===== src/rtl/fl_pkg.sv =====
package fl_pkg;
  localparam int unsigned FL_DATA_W = 16;
  localparam int unsigned FL_MOD    = 65521;
endpackage


===== src/rtl/fl_mod_add.sv =====
// Adds two residues and reduces the sum with up to NSUB conditional subtractions.
module fl_mod_add #(
  parameter int unsigned W    = fl_pkg::FL_DATA_W,
  parameter int unsigned MOD  = fl_pkg::FL_MOD,
  parameter int unsigned NSUB = 1
) (
  input  logic [W-1:0] a_i,
  input  logic [W-1:0] b_i,
  output logic [W-1:0] y_o
);
  localparam int unsigned EW = W + 2;
  localparam logic [EW-1:0] MOD_E = EW'(MOD);

  logic [EW-1:0] stage [NSUB+1];

  assign stage[0] = {2'b00, a_i} + {2'b00, b_i};

  for (genvar i = 0; i < NSUB; i++) begin : g_sub
    assign stage[i+1] = (stage[i] >= MOD_E) ? stage[i] - MOD_E : stage[i];
  end

  assign y_o = stage[NSUB][W-1:0];
endmodule


===== src/rtl/fl_sum_core.sv =====
module fl_sum_core #(
  parameter int unsigned W   = fl_pkg::FL_DATA_W,
  parameter int unsigned MOD = fl_pkg::FL_MOD
) (
  input  logic         clk_i,
  input  logic         rst_ni,
  input  logic         clr_i,
  input  logic         beat_i,
  input  logic [W-1:0] data_i,
  output logic [W-1:0] sum_a_o,
  output logic [W-1:0] sum_b_o
);
  localparam int unsigned EW = W + 2;
  localparam logic [EW-1:0] MOD_E = EW'(MOD);
  // first-sum update reaches 2*2^W-1-15, needs two subtractions
  localparam int unsigned A_SUB = 2;
  localparam int unsigned B_SUB = 1;

  logic [W-1:0] sum_a_q, sum_b_q, sum_a_d, sum_b_d;

  fl_mod_add #(.W(W), .MOD(MOD), .NSUB(A_SUB)) u_add_a (
    .a_i(sum_a_q), .b_i(data_i), .y_o(sum_a_d)
  );

  fl_mod_add #(.W(W), .MOD(MOD), .NSUB(B_SUB)) u_add_b (
    .a_i(sum_b_q), .b_i(sum_a_d), .y_o(sum_b_d)
  );

  always_ff @(posedge clk_i or negedge rst_ni) begin
    if (!rst_ni) begin
      sum_a_q <= '0;
      sum_b_q <= '0;
    end else if (clr_i) begin
      sum_a_q <= '0;
      sum_b_q <= '0;
    end else if (beat_i) begin
      sum_a_q <= sum_a_d;
      sum_b_q <= sum_b_d;
    end
  end

  assign sum_a_o = sum_a_q;
  assign sum_b_o = sum_b_q;

  assert_sum_range_R2: assert property (@(posedge clk_i) disable iff (!rst_ni)
    ({2'b00, sum_a_q} < MOD_E) && ({2'b00, sum_b_q} < MOD_E));

  assert_a_update_R1: assert property (@(posedge clk_i) disable iff (!rst_ni)
    beat_i && !clr_i |=>
      {2'b00, sum_a_q} == ({2'b00, $past(sum_a_q)} + {2'b00, $past(data_i)}) % MOD_E);

  assert_b_update_R3: assert property (@(posedge clk_i) disable iff (!rst_ni)
    beat_i && !clr_i |=>
      {2'b00, sum_b_q} == ({2'b00, $past(sum_b_q)} + {2'b00, sum_a_q}) % MOD_E);

  assert_sum_clear_R6: assert property (@(posedge clk_i) disable iff (!rst_ni)
    clr_i |=> (sum_a_q == '0) && (sum_b_q == '0));

  assert_sum_hold_R7: assert property (@(posedge clk_i) disable iff (!rst_ni)
    !beat_i && !clr_i |=> $stable(sum_a_q) && $stable(sum_b_q));
endmodule


===== src/rtl/fl_result_reg.sv =====
module fl_result_reg #(
  parameter int unsigned W = fl_pkg::FL_DATA_W
) (
  input  logic           clk_i,
  input  logic           rst_ni,
  input  logic           clr_i,
  input  logic           beat_i,
  input  logic           last_i,
  input  logic [W-1:0]   sum_a_i,
  input  logic [W-1:0]   sum_b_i,
  output logic           ready_o,
  output logic           res_valid_o,
  output logic [2*W-1:0] res_data_o
);
  logic           fin_q;
  logic           res_valid_q;
  logic [2*W-1:0] res_q;

  always_ff @(posedge clk_i or negedge rst_ni) begin
    if (!rst_ni) begin
      fin_q       <= 1'b0;
      res_valid_q <= 1'b0;
      res_q       <= '0;
    end else if (clr_i) begin
      fin_q       <= 1'b0;
      res_valid_q <= 1'b0;
      res_q       <= '0;
    end else begin
      // a held result is frozen until the next clear
      fin_q <= beat_i && last_i && !res_valid_q;
      if (fin_q) begin
        res_valid_q <= 1'b1;
        res_q       <= {sum_b_i, sum_a_i};
      end
    end
  end

  assign ready_o     = !fin_q;
  assign res_valid_o = res_valid_q;
  assign res_data_o  = res_q;

  assert_ready_drop_R8: assert property (@(posedge clk_i) disable iff (!rst_ni)
    beat_i && last_i && !clr_i && !res_valid_o |=> !ready_o ##1 (res_valid_o && ready_o));

  assert_res_hold_R9: assert property (@(posedge clk_i) disable iff (!rst_ni)
    res_valid_o && !clr_i |=> res_valid_o && $stable(res_data_o));

  assert_res_clear_R6: assert property (@(posedge clk_i) disable iff (!rst_ni)
    clr_i |=> !res_valid_o && (res_data_o == '0));
endmodule


===== src/rtl/prime_fletcher16.sv =====
module prime_fletcher16 #(
  parameter int unsigned DATA_W = fl_pkg::FL_DATA_W,
  parameter int unsigned MOD    = fl_pkg::FL_MOD
) (
  input  logic                clk_i,
  input  logic                rst_ni,
  input  logic                start_i,
  input  logic                in_valid_i,
  output logic                in_ready_o,
  input  logic [DATA_W-1:0]   in_data_i,
  input  logic                in_last_i,
  output logic                res_valid_o,
  output logic [2*DATA_W-1:0] res_data_o
);
  logic              beat;
  logic [DATA_W-1:0] sum_a, sum_b;

  // start has priority over a concurrent beat
  assign beat = in_valid_i && in_ready_o && !start_i;

  fl_sum_core #(.W(DATA_W), .MOD(MOD)) u_core (
    .clk_i   (clk_i),
    .rst_ni  (rst_ni),
    .clr_i   (start_i),
    .beat_i  (beat),
    .data_i  (in_data_i),
    .sum_a_o (sum_a),
    .sum_b_o (sum_b)
  );

  fl_result_reg #(.W(DATA_W)) u_res (
    .clk_i       (clk_i),
    .rst_ni      (rst_ni),
    .clr_i       (start_i),
    .beat_i      (beat),
    .last_i      (in_last_i),
    .sum_a_i     (sum_a),
    .sum_b_i     (sum_b),
    .ready_o     (in_ready_o),
    .res_valid_o (res_valid_o),
    .res_data_o  (res_data_o)
  );

  assert_reset_state_R10: assert property (@(posedge clk_i)
    !rst_ni |=> !res_valid_o && in_ready_o);
endmodule


===== config.mk =====
export PLATFORM = sky130hd
export DESIGN_NAME = prime_fletcher16
export DESIGN_NICKNAME = d
export VERILOG_FILES = /design/src/rtl/fl_pkg.sv /design/src/rtl/fl_mod_add.sv /design/src/rtl/fl_sum_core.sv /design/src/rtl/fl_result_reg.sv /design/src/rtl/prime_fletcher16.sv
export SDC_FILE = /design/constraint.sdc
export NUM_CORES = 1
export LEC_CHECK = 0
export BUFFER_PORTS_ARGS = -buffer_cell sky130_fd_sc_hd__buf_2
export CORE_MARGIN = 5
export CORE_UTILIZATION = 45
export CTS_CLUSTER_SIZE = 30
export DETAILED_ROUTE_END_ITERATION = 10
export GPL_ROUTABILITY_DRIVEN = 0
export PLACE_DENSITY_LB_ADDON = 0.05
export SYNTH_ARGS = -nofsm -noshare
export SYNTH_HDL_FRONTEND = slang
export SYNTH_SLANG_ARGS = --single-unit

===== constraint.sdc =====
create_clock -name clk_i -period 13.75 [get_ports clk_i]
set_input_delay 1.375 -clock clk_i [delete_from_list [all_inputs] [get_ports clk_i]]
set_output_delay 1.375 -clock clk_i [all_outputs]
set_load 0.005 [all_outputs]

==> impl_metrics.py, run 1 <==
metrics = {
    "setup_path": {
        "critPathTopFamily": "compound AO/OA/AOI/OAI gates",
        "critPathBufInv": 4,
        "crit_slowest_cell": "o31ai_2",
        "cp.arrival_ns": 9.91,
        "cp-start-kind": "input port",
        "worstPathRequired_ns": 13.96,
        "worstSetupPathType": "in -> reg",
        "crit_fanout": 16,
        "end_kind": "flip-flop",
        "max_stage_delay_ns": 0.84,
    },
    "floorplanning": {
        "die_x_um": 127,
        "rows": 42,
        "core_um2": 13300,
        "fp.dieArea_um2": 16100,
        "start_util": 0.462,
        "die_h_um": 127,
        "pin_count": 55,
    },
    "clock_tree": {
        "clk_latency_ns": 0.34,
        "cts.sinks": 66,
        "htreeDepth": 3,
        "clk_pin_slew_ns": 0.06,
        "cts_setup_buffers": 0,
        "cts_hold_buf": 0,
        "clockRootBuffer": "clkbuf_16",
        "ctsResizeCount": 0,
        "cts_max_path_buffers": 2,
        "cts_buffers": 9,
        "cts_tree": "yes",
    },
    "pwr": {
        "irDropWorstVdd_uv": 145,
        "p_total_mw": 1.70,
        "p_leak_nw": 3.06,
        "powerDensity_nw_per_um2": 250,
    },
    "timing": {
        "rsz0062_at_grt": "false",
        "slew-limit-headroom": 0.402,
        "post-route-period-util": 0.705,
        "worst_pin_slew_ns": 0.891,
        "fin_crit_ns": 9.70,
        "setup_ws_ns": 4.05,
        "final-max-slew-violation-count": 0,
        "hold_slack_ns": 0.456,
        "max_freq_mhz": 103,
        "fin_worst_skew_ns": 0.00812,
        "final-setup-viol-count": 0,
        "tns_ns": 0,
        "finalHoldViolations": 0,
    },
    "logic_synthesis": {
        "ys_seq_area_frac": 0.268,
        "yosysTopAreaCell": "dfrtp_1",
        "yosys_warnings": 0,
        "synth_most_common_cell": "nor2_1",
        "yosys-top-cells-area": "dfrtp_1, ha_1, mux2i_1, nor2_1, xnor2_1",
        "syn_nets": 786,
        "synth_edf_count": 0,
        "synth_commonest_cells": "nor2_1, dfrtp_1, nand2_1",
        "syn-cell-area_um2": 6160,
        "async_flop_share": 1.00,
        "synthFlopType": "dfrtp_1",
        "netlist.area_leader.share": 0.268,
        "ys_ff_latch": 66,
        "syn_inst": 723,
        "ys_types": 85,
        "syn_avg_cell_area_um2": 8.52,
    },
    "final_layout": {
        "drive_gt1_frac": 0.144,
        "n_antenna_cell": 0,
        "syn2layout_area_growth_pct": 10.3,
        "finalNetCount": 820,
        "instances_no_fill": 938,
    },
    "route": {
        "viasPerCell": 5.85,
        "drc": 0,
        "vias": 5489,
        "wl_per_cell_um": 18.2,
        "route.final.wire_length_um": 17100,
        "ant_nets": 0,
        "first_iter_violations": 315,
        "firstDrtPassIters": 4,
    },
    "grt": {
        "grt_pass1_vias": 5427,
        "grt.total_usage": 0.214,
        "grt_max_degree": 67,
        "grt_overflow": 0,
        "grt_pass1_wl_um": 28200,
        "grt_antenna_before_repair": 0,
    },
    "run_status": {
        "status": "completed",
    },
    "min_path": {
        "hp-class": "reg -> reg",
    },
    "placed_design": {
        "place_ws_ns": 3.80,
        "placed_cells": 922,
        "portBuffers": 54,
        "hpwl_um": 13100,
    },
    "flow_run": {
        "drv_cap": 0,
    },
}
-- layout make-up --
cell class	instances	area (um2)
Clock inverter	7	53.8
Inverter	24	90.1
Multi-Input combinational cell	596	4240
Tap cell	176	220
Sequential cell	66	1650
Timing Repair Buffer	60	315
Fill cell	1312	6550
Clock buffer	9	225
-- path summary, 6_finish.rpt --
path / from / end / slack (ns) / cells after the start
max: in_data_i[0] / u_core.sum_b_o[4] / 4.05 / 32
min in group asynchronous: rst_ni / u_res.res_data_o[28] / 1.22 / 2
max in group asynchronous: rst_ni / u_res.fin_q / 11.89 / 2
min: u_res.res_valid_o / u_res.fin_q / 0.46 / 1
min reg2reg: u_res.res_valid_o / u_res.fin_q / 0.46 / 1
max reg2reg: u_core.sum_a_o[3] / u_core.sum_b_o[4] / 4.74 / 30
-- per-layer routing --
layer	track usage	vias to the layer above	wire length, um
li1	-	2756	-
met5	0	-	0
met3	0.0288	21	472
met2	0.372	87	8580
met1	0.277	2625	7720
met4	0.0650	0	292
-- flip-flops by register name, summed over array words and instances, names as in the netlist --
name               flops
u_core.sum_b_o        16
u_res.res_data_o      32
u_res.fin_q            1
u_core.sum_a_o        16
u_res.res_valid_o      1
-- power breakdown --
part           leakage, nW  switching, mW  internal (mW)
clock network        0.128         0.0912          0.123
registers            0.896         0.0421          0.228
logic                 2.03          0.733          0.478
-- placed cells by master (no fill, tap or decap), types with 5 or more instances in the layout --
cell and count:
xor2_1 13, a21oi_1 41, dfrtp_1 65, buf_2 54
nand4_1 8, nor2_1 73, a21boi_0 6, a21o_1 22
nand2_1 63, o22ai_1 5, ha_1 40, o21ai_0 31
clkbuf_16 9, and2_1 13, xnor2_1 30, and3_1 7
nand3_1 26, o31ai_1 8, mux2i_1 40, buf_4 6
a211o_1 5, a211oi_1 9, a31oi_1 9, or2_2 6
nor3_1 17, o211ai_1 7, inv_1 23
-- stage by stage --
stage,utilization,area [um2]
detailed placement,0.488,6520
global placement,0.488,6520
floorplan,-,6160
global route,0.509,6790
finish,0.509,6790
CTS,0.509,6790
-- kinds of logic after synthesis --
logic type	after synthesis	share of synthesized area
muxes	43	0.0729
DFF	66	0.268
xor gates and xnor gates	45	0.0664
adders and majority gates	42	0.0877
buffers and inverters	61	0.0451
and+or+nand+nor	257	0.210
AOI/OAI and AO/OA	209	0.250
Power figures use the tool's default switching activity.
==> inputs of run 2 (changes only) <==
==> constraint.sdc (replaced) <==
create_clock -name clk_i -period 8.3 [get_ports clk_i]
set_input_delay 0.83 -clock clk_i [delete_from_list [all_inputs] [get_ports clk_i]]
set_output_delay 0.83 -clock clk_i [all_outputs]
set_load 0.005 [all_outputs]
==> run 2 against run 1 <==
  * Critical path depth did not move
  * Sequential share of layout area fell by 0.76 points
  * Critical endpoint is now u_core.sum_b_o[8]
  * Final area rose by 3.2%
  * Sequential power rose by 67%
  * Worst hold slack improved by 0.010 ns
  * Die area did not move
==> impl_metrics.py, run 2 (synthesized netlist as in run 1, its figures left out) <==
metrics = {
    "timing": {
        "fin_crit_ns": 7.70,
        "slew-limit-headroom": 0.433,
        "hold_slack_ns": 0.466,
        "max_freq_mhz": 130,
        "post-route-period-util": 0.928,
        "final-setup-viol-count": 0,
        "rsz0062_at_grt": "false",
        "worst_pin_slew_ns": 0.850,
        "tns_ns": 0,
        "finalHoldViolations": 0,
        "fin_worst_skew_ns": 0.00633,
        "final-max-slew-violation-count": 0,
    },
    "floorplanning": {
        "core_um2": 13300,
        "pin_count": 55,
        "die_x_um": 127,
        "die_h_um": 127,
        "rows": 42,
        "start_util": 0.462,
        "fp.dieArea_um2": 16100,
    },
    "clock_tree": {
        "clk_latency_ns": 0.33,
        "clockRootBuffer": "clkbuf_16",
        "cts_hold_buf": 0,
        "cts_max_path_buffers": 2,
        "cts_buffers": 9,
        "htreeDepth": 3,
        "cts.sinks": 66,
        "cts_tree": "yes",
        "clk_pin_slew_ns": 0.06,
    },
    "final_layout": {
        "syn2layout_area_growth_pct": 13.8,
        "drive_gt1_frac": 0.171,
        "layout_commonest_cell": "nor2_1",
        "largest_register_ffs": 32,
        "n_antenna_cell": 0,
        "fill_cells": 1300,
        "final_cell_mix": "nor2_1, dfrtp_1, nand2_1",
        "finalNetCount": 842,
    },
    "grt": {
        "grt_pass1_vias": 5807,
        "grt_max_degree": 67,
        "grt_pass1_wl_um": 28800,
        "grt.total_usage": 0.218,
        "grt_antenna_before_repair": 0,
        "grt_overflow": 0,
    },
    "min_path": {
        "hp-class": "reg -> reg",
    },
    "route": {
        "drc": 0,
        "wl_met2_um": 8580,
        "vias": 5702,
        "drt-met1-wl_um": 7880,
        "route.final.wire_length_um": 17400,
        "viasPerCell": 5.94,
        "first_iter_violations": 362,
        "dr.max_layer_used": "met4",
        "wl_met3_um": 518,
        "firstDrtPassIters": 5,
        "wl_per_cell_um": 18.1,
        "ant_nets": 0,
    },
    "pwr": {
        "irDropWorstVdd_uv": 203,
        "powerDensity_nw_per_um2": 417,
        "p_leak_nw": 3.19,
    },
    "setup_path": {
        "worstSetupPathType": "in -> reg",
        "crit_path_end": "u_core.sum_b_o[8]",
        "cp-start-kind": "input port",
        "cp.arrival_ns": 7.90,
        "crit_slowest_cell": "or4_1",
        "end_kind": "flip-flop",
        "worstPathRequired_ns": 8.50,
        "critPathLaunch": "in_data_i[0]",
        "reg2reg_from": "u_core.sum_a_o[0]",
        "crit_fanout": 16,
        "cpMostUsedCell": "xnor2_1",
        "reg2regPathDepth": 31,
        "max_stage_delay_ns": 0.53,
        "reg2reg_to": "u_core.sum_b_o[8]",
        "reg2reg_slack_ns": 0.76,
    },
    "placed_design": {
        "hpwl_um": 13300,
        "portBuffers": 54,
    },
    "flow_run": {
        "drv_cap": 0,
    },
    "run_status": {
        "status": "completed",
    },
}
-- run 2: cell count changes in the layout (fill, tap and decap cells not counted), sizes merged --
cell | previous run | this run
buf | 60 | 82
bufinv | 0 | 1
clkinvlp | 3 | 2
-- run 2: area by class of cell --
cell class	instances	area, um2	area share
inverter	24	90.1	0.0128
clock inverter	7	76.3	0.0109
clock buffer	9	225	0.0321
multi-input combinational	596	4270	0.609
tap	176	220	0.0314
timing repair buffer	82	480	0.0685
sequential	66	1650	0.236
-- run 2: metrics by stage --
step	cell area [um2]	utilization	setup WS (ns)	total power, mW	instances
floorplan	6160	-	0.509	2.00	723
global placement	6670	0.499	0.345	2.46	942
detailed placement	6670	0.499	0.0724	2.48	942
CTS	6970	0.522	0.402	2.89	958
global route	7010	0.525	0.0281	3.18	960
finish	7010	0.525	0.598	2.92	960
-- run 2: per-layer routing --
| layer | GRT usage | vias up |
|---|---|---|
| met4 | 0.0719 | 0 |
| met1 | 0.277 | 2777 |
| met2 | 0.385 | 100 |
| met3 | 0.0242 | 27 |
| li1 | - | 2798 |
| met5 | 0 | - |
-- run 2: worst min-delay path by stage --
stage | start | endpoint | slack, ns | depth (start not counted)
after floorplan | u_res.res_valid_o | u_res.fin_q | 0.46 | 1
after global placement | u_res.res_valid_o | u_res.fin_q | 0.44 | 1
after detailed placement | u_res.res_valid_o | u_res.fin_q | 0.46 | 1
after CTS | u_res.res_valid_o | u_res.fin_q | 0.47 | 1
after global routing | u_res.res_valid_o | u_res.fin_q | 0.49 | 1
final | u_res.res_valid_o | u_res.fin_q | 0.47 | 1
-- run 2: what timing repair did --
item,in CTS,in global routing
setup endpoints to repair,0,15
resized for setup,0,4
buffers inserted,0,2
-- run 2: power breakdown --
part           switching [mW]  internal (mW)  total (mW)  leakage, nW
clock network           0.149          0.234       0.383        0.142
registers              0.0744          0.378       0.452        0.896
logic                    1.23          0.854        2.09         2.15
-- run 2: critical path, delay by kind of cell --
family,cells,cell delay (ns)
and+or+nand+nor,6,1.35
muxes,1,0.08
buffers and inverters,5,0.65
xor gates and xnor gates,4,0.79
AOI/OAI and AO/OA,12,2.96
adders and majority gates,4,1.21
==> inputs of run 3 (changes only) <==
--- a/config.mk
+++ b/config.mk
@@ -6,8 +6,11 @@
 export NUM_CORES = 1
 export LEC_CHECK = 0
 export BUFFER_PORTS_ARGS = -buffer_cell sky130_fd_sc_hd__buf_2
+export CELL_PAD_IN_SITES_DETAIL_PLACEMENT = 2
+export CELL_PAD_IN_SITES_GLOBAL_PLACEMENT = 2
+export CORE_ASPECT_RATIO = 0.5
 export CORE_MARGIN = 5
-export CORE_UTILIZATION = 45
+export CORE_UTILIZATION = 34
 export CTS_CLUSTER_SIZE = 30
 export DETAILED_ROUTE_END_ITERATION = 10
 export GPL_ROUTABILITY_DRIVEN = 0
==> run 3 against run 2 <==
  * Global-route usage down 1.4 points
  * Power is 7.3% higher
  * Largest cell class unchanged
  * Cell count up 7.1%
  * Routed wire length increased by 26%
  * Clock-buffer cell count did not move
  * Highest routed layer unchanged
==> impl_metrics.py, run 3 (synthesized netlist as in run 1, its figures left out) <==
metrics = {
    "run_status": {
        "status": "completed",
    },
    "clock_tree": {
        "clk_pin_slew_ns": 0.06,
        "ctsResizeCount": 0,
        "cts_tree": "yes",
        "htreeDepth": 3,
        "cts_buffers": 9,
        "clockRootBuffer": "clkbuf_16",
        "cts.sinks": 66,
        "cts_max_path_buffers": 2,
        "cts_hold_buf": 0,
        "clk_latency_ns": 0.33,
        "cts_setup_buffers": 0,
    },
    "setup_path": {
        "crit_fanout": 12,
        "end_kind": "flip-flop",
        "crit_slowest_cell": "or4_1",
        "worstSetupPathType": "in -> reg",
        "crit_path_end": "u_core.sum_b_o[1]",
        "critPathBufInv": 5,
        "critPathTopFamily": "compound AO/OA/AOI/OAI gates",
        "max_stage_delay_ns": 0.51,
        "reg2reg_from": "u_core.sum_a_o[0]",
        "cp.arrival_ns": 8.02,
        "cpMostUsedCell": "ha_1",
        "crit_cells": 31,
        "reg2regPathDepth": 30,
        "reg2reg_to": "u_core.sum_b_o[1]",
        "reg2reg_slack_ns": 0.57,
        "worstPathRequired_ns": 8.51,
        "critPathLaunch": "in_data_i[0]",
        "cp-start-kind": "input port",
    },
    "floorplanning": {
        "rows": 34,
        "pin_count": 55,
        "die_h_um": 105,
        "start_util": 0.351,
        "core_um2": 17600,
        "fp.dieArea_um2": 21100,
        "die_x_um": 200,
    },
    "route": {
        "drc": 0,
        "first_iter_violations": 225,
        "vias": 5854,
        "viasPerCell": 5.69,
        "firstDrtPassIters": 5,
        "ant_nets": 0,
        "wl_per_cell_um": 21.4,
        "route.final.wire_length_um": 22000,
    },
    "timing": {
        "finalHoldViolations": 0,
        "final-max-slew-violation-count": 0,
        "tns_ns": 0,
        "worst_pin_slew_ns": 1.05,
        "slew-limit-headroom": 0.301,
        "max_freq_mhz": 128,
        "fin_crit_ns": 7.81,
        "fin_worst_skew_ns": 0.00410,
        "post-route-period-util": 0.941,
        "final-setup-viol-count": 0,
    },
    "grt": {
        "grt_pass1_wl_um": 35200,
        "grt_pass1_vias": 6264,
        "top_usage_layer": "met2",
        "grtUsageMet2": 0.329,
        "grt_antenna_before_repair": 0,
        "grt_use_met3": 0.0275,
        "grt_overflow": 0,
        "grt.total_usage": 0.204,
        "use_met1": 0.300,
        "grt_max_degree": 67,
    },
    "final_layout": {
        "drive_gt1_frac": 0.181,
        "post-route-util": 0.407,
        "n_antenna_cell": 0,
        "finalNetCount": 852,
        "syn2layout_area_growth_pct": 16.1,
        "largest_register_ffs": 32,
        "layout_commonest_cell": "nor2_1",
        "final_cell_mix": "nor2_1, dfrtp_1, nand2_1",
    },
    "flow_run": {
        "drv_cap": 0,
    },
    "min_path": {
        "hp-class": "reg -> reg",
    },
    "placed_design": {
        "portBuffers": 54,
        "hpwl_um": 17100,
    },
    "pwr": {
        "irDropWorstVdd_uv": 177,
        "p_leak_nw": 3.23,
        "powerDensity_nw_per_um2": 438,
    },
}
[run 3: stage by stage]
| step | hold WS, ns | setup slack (ns) | std cells | power (mW) | area (um2) |
|---|---|---|---|---|---|
| 6_report | 0.456 | 0.490 | 1028 | 3.14 | 7150 |
| 5_1_grt | 0.477 | -0.0119 | 1028 | 3.38 | 7150 |
| 4_1_cts | 0.464 | 0.266 | 1028 | 3.12 | 7120 |
| 3_5_place_dp | 0.455 | -0.0185 | 1012 | 2.71 | 6830 |
| 3_3_place_gp | 0.443 | 0.344 | 1012 | 2.64 | 6830 |
| 2_1_floorplan | 0.456 | 0.509 | 723 | 2.00 | 6160 |
[run 3: cell type report]
type                       instances  area (um2)
timing repair buffer              92         556
fill                            1967       10400
multi-input combinational        596        4270
sequential                        66        1650
tap                              234         293
inverter                          24        90.1
clock buffer                       9         225
clock inverter                     7        68.8
[run 3: per-layer routing]
| layer | vias to the layer above | routed length, um |
|---|---|---|
| li1 | 2819 | - |
| met1 | 2937 | 11500 |
| met2 | 80 | 9780 |
| met3 | 18 | 559 |
| met4 | 0 | 163 |
| met5 | - | 0 |
[run 3: where the power goes]
part	internal [mW]	switching, mW	total, mW
Clock	0.232	0.148	0.380
Combinational	0.919	1.37	2.29
Sequential	0.377	0.0856	0.463
Total	1.53	1.61	3.14
[run 3: how the worst min path moves through the flow]
stage | start | to | depth (start not counted)
floorplan | u_res.res_valid_o | u_res.fin_q | 1
global placement | u_res.res_valid_o | u_res.fin_q | 1
detailed placement | u_res.res_valid_o | u_res.fin_q | 1
CTS | u_res.res_valid_o | u_res.fin_q | 1
global route | u_res.res_valid_o | u_res.fin_q | 1
finish | u_res.res_valid_o | u_res.fin_q | 1
